===== config.mk =====
export PLATFORM = sky130hd
export DESIGN_NAME = mp_uart_tx
export DESIGN_NICKNAME = d
export VERILOG_FILES = /design/src/rtl/mp_uart_tx.sv
export SDC_FILE = /design/constraint.sdc
export NUM_CORES = 1
export LEC_CHECK = 0
export BUFFER_PORTS_ARGS = -buffer_cell sky130_fd_sc_hd__buf_2
export CAP_MARGIN = 40
export CORE_UTILIZATION = 58
export DETAILED_ROUTE_END_ITERATION = 10
export PLACE_DENSITY = 0.85
export RECOVER_POWER = 25
export SYNTH_ARGS = -nofsm -noshare
export SYNTH_HDL_FRONTEND = slang
export SYNTH_SLANG_ARGS = --single-unit

===== constraint.sdc =====
create_clock -name clk -period 2.2 [get_ports clk]
set_input_delay 0.11 -clock clk [delete_from_list [all_inputs] [get_ports clk]]
set_output_delay 0.11 -clock clk [all_outputs]
set_load 0.01 [all_outputs]

===== src/rtl/mp_uart_tx.sv =====
module mp_uart_tx #(
  parameter int DW = 8
) (
  input  logic          clk,
  input  logic          rst_n,
  input  logic          bit_tick,
  input  logic          tx_en,
  input  logic          wr_stb,
  input  logic          dma_wr,
  input  logic [DW-1:0] wr_byte,
  input  logic          wr_mpb,
  input  logic          clr_empty,
  input  logic          port_dir,
  input  logic          port_dat,
  output logic          tx_pin,
  output logic          empty_flag,
  output logic          done_flag,
  output logic          txi_req
);
  localparam int FW = DW + 3;
  localparam int CW = $clog2(FW);

  logic [DW-1:0] hold_q;
  logic          hold_mp_q;
  logic [FW-1:0] sh_q;
  logic [CW-1:0] cnt_q;
  logic          busy_q, empty_q, done_q;

  wire accept = empty_q & (wr_stb | dma_wr);
  wire load   = tx_en & ~busy_q & ~empty_q;
  wire last   = busy_q & bit_tick & (cnt_q == CW'(FW - 1));

  always_ff @(posedge clk or negedge rst_n) begin
    if (!rst_n) begin
      hold_q    <= '0;
      hold_mp_q <= 1'b0;
      sh_q      <= '1;
      cnt_q     <= '0;
      busy_q    <= 1'b0;
      empty_q   <= 1'b1;
      done_q    <= 1'b1;
    end else begin
      if (accept) begin
        hold_q    <= wr_byte;
        hold_mp_q <= wr_mpb;
      end
      if (!tx_en) begin
        busy_q  <= 1'b0;
        cnt_q   <= '0;
        empty_q <= 1'b1;
        done_q  <= 1'b1;
      end else if (load) begin
        sh_q    <= {1'b1, hold_mp_q, hold_q, 1'b0};
        cnt_q   <= '0;
        busy_q  <= 1'b1;
        empty_q <= 1'b1;
        done_q  <= 1'b0;
      end else begin
        if ((dma_wr && empty_q) || clr_empty) empty_q <= 1'b0;
        if (last) begin
          busy_q <= 1'b0;
          if (empty_q) done_q <= 1'b1;
        end else if (busy_q && bit_tick) begin
          cnt_q <= cnt_q + 1'b1;
          sh_q  <= {1'b1, sh_q[FW-1:1]};
        end
      end
    end
  end

  assign tx_pin     = tx_en ? (busy_q ? sh_q[0] : 1'b1) : (port_dir ? port_dat : 1'b1);
  assign empty_flag = empty_q;
  assign done_flag  = done_q;
  assign txi_req    = tx_en & empty_q;

  assert_ignored_write_R2: assert property (@(posedge clk) disable iff (!rst_n)
    (!empty_q && (wr_stb || dma_wr)) |=> (hold_q == $past(hold_q) && hold_mp_q == $past(hold_mp_q)));
  assert_load_refills_R3: assert property (@(posedge clk) disable iff (!rst_n)
    $rose(busy_q) |-> (empty_q && !done_q));
  assert_start_low_R4: assert property (@(posedge clk) disable iff (!rst_n)
    (tx_en && busy_q && cnt_q == '0) |-> !tx_pin);
  assert_stop_high_R4: assert property (@(posedge clk) disable iff (!rst_n)
    (tx_en && busy_q && cnt_q == CW'(FW - 1)) |-> tx_pin);
  assert_dma_clear_R6: assert property (@(posedge clk) disable iff (!rst_n)
    (tx_en && dma_wr && empty_q) |=> !empty_q);
  assert_done_idle_R7: assert property (@(posedge clk) disable iff (!rst_n)
    done_q |-> !busy_q);
  assert_abort_R9: assert property (@(posedge clk) disable iff (!rst_n)
    !tx_en |=> (!busy_q && empty_q && done_q));
endmodule


==> impl_metrics.ini <==
[drt]
drc = 0
drt-total-wl_microns = 2348
viasPerCell = 5.646
first_pass_iters = 5
drt_iter0_markers = 21
final_antenna_net_count = 0
wl_per_cell_microns = 14.32
via_count = 926

[cells_and_area]
finish.utilization_pct = 75.38
instances_no_fill = 164
multi_input_area_sq_um = 540.5
final_cell_area_sq_um = 1509
final-seq-area_sq_um = 665.6
drive_gt1_share_pct = 36.50
final_cell_mix = buf_2, dfrtp_1, dfstp_2
diodes = 0
fillCellCount = 137
area_growth_syn_to_layout_pct = 20.24
nNetsFinal = 158
layout.cells.most_common = buf_2

[clock_network]
cts_resized = 0
clock_path_buffers = 2
clk_latency_ps = 320
cts_tree = done
postCtsSetupBuffers = 0
clk_pin_slew_worst_paths_ps = 130
clock-sinks = 26
htreeDepth = 1
ctsHoldBuffers = 6
cts_buffers = 3
root_buffer = clkbuf_4

[global_routing]
grt.overflow.total = 0
antenna_found_initial = 0
grt_pass1_vias = 890
grt_max_degree = 27
grt_usage_pct = 22.28
grt_first_pass_wirelength_microns = 3933

[outcome]
status = completed

[timing]
setup_viol = 0
rsz0062_at_grt = false
drv_slew = 0
worstMarginPinSlew_ps = 1321
tns_ps = 0
maxSlewHeadroom_pct = 11.97
period_minus_slack_ps = 1655
hold_violations = 0
fin_hold_ws_ps = 9.861
fin_crit_sh_pct = 75.22
fmaxAchievable_mhz = 604.3
worst_slack_ps = 545.2
worst_clock_skew_ps = 2.542

[floorplanning]
ios = 22
start_util_pct = 62.69
fp.dieH_microns = 48.52
die_w_microns = 48.52
fp-row-count = 16
die-area_sq_um = 2354
coreArea_sq_um = 2002

[worst_hold_path]
hp-start = wr_byte[5]
worstHoldPathCells = 2
min_path_type = input pin to flop
min_to = hold_q[5]

[placement]
placed_cell_area_sq_um = 1368
port_buffers = 21
post-dp-hpwl_microns = 1586
gp_congestion = 0.7988
preCtsSetupSlack_ps = 557.3
place_inst = 151

[power_and_ir_drop]
power_leakage_nw = 0.6315
total_power_mw = 1.222
vdd_drop_max_v = 0.0005278
power.density_nw_per_um2 = 809.9

[yosys]
synth_cells = 107
synth_area_leaders = dfrtp_1, dfstp_2, mux2_2
synthFlopType = dfrtp_1
seq_area_frac_synth_pct = 53.04
syn_nets = 127
yosys_warnings = 0
synth_cell_types = 28
synth-edff-count = 0
synth_top_area_cell = dfrtp_1
async_flop_share_pct = 100.0
ys_seq_elements = 26
netlist_area_sq_um = 1255
yosysTopAreaCellShare_pct = 27.92
synth.avg_cell_area_sq_um = 11.73

[worst_setup_path]
ff2ff_setup_slack_ps = 550
r2r_start = busy_q
path_class = flop to flop
required_ps = 2470
ff2ff_path_depth = 3
r2r_end = sh_q[2]
cp.arrival_ps = 1920
startpoint_type = flop
critPathCaptureType = flop
crit_fanout = 11

[flow_run]
maxCapViolCount = 0
kinds of logic after synthesis:
family	after synthesis	synth area share (%)
simple gates	36	18.74
mux	9	8.076
buf+inv	9	3.888
fa+ha+maj	2	1.994
flops	26	53.04
compound gates	25	14.26
routing by layer:
| metal | share of wire, % | vias up | global-route usage [%] | wire, microns |
|---|---|---|---|---|
| met2 | 52 | 23 | 39.44 | 1212 |
| met5 | 0 | - | 0 | 0 |
| met3 | 4.8 | 2 | 6.918 | 112 |
| met4 | 0.60 | 0 | 4.412 | 14 |
| li1 | - | 455 | - | - |
| met1 | 43 | 446 | 26.87 | 1008 |
worst max-delay path by stage:
stage,end,startpoint,cells after the start
5_1_grt,cnt_q[2],cnt_q[0],5
3_5_place_dp,sh_q[2],busy_q,3
3_3_place_gp,sh_q[8],busy_q,3
6_report,sh_q[2],busy_q,3
2_1_floorplan,cnt_q[2],cnt_q[0],5
4_1_cts,cnt_q[2],cnt_q[0],5
registers in the layout (all words and copies together) (netlist names):
register    count
busy_q          1
cnt_q           4
done_flag       1
empty_flag      1
hold_mp_q       1
hold_q          8
sh_q           10
critical path, cell delays in order, from the launching register on:
cell	delay, ps
dfrtp_1	460
nand3_1	320
nand2b_1	410
a221o_1	400
power by group:
group / total [mW] / internal, mW / switching (mW)
sequential: 0.664 / 0.612 / 0.0518
combinational: 0.236 / 0.143 / 0.0927
clock: 0.322 / 0.184 / 0.138
cell usage after synthesis, types with 2 or more instances:
cell	number
a21oi_1	7
a221o_1	8
buf_2	3
dfrtp_1	14
dfstp_2	12
ha_1	2
inv_1	4
mux2_2	9
nand2_1	2
nand3_1	2
nor2_1	4
nor2b_1	9
nor3b_1	8
o21ai_0	6
or3_1	4
final cells by class:
type	instances	share of cell area (%)
inverter	4	0.9950
sequential	26	44.11
timing repair buffer	31	13.35
clock inverter	1	1.990
tap	27	2.239
clock buffer	3	1.493
multi-input combinational	72	35.82
(Power assumes the default switching activity.)
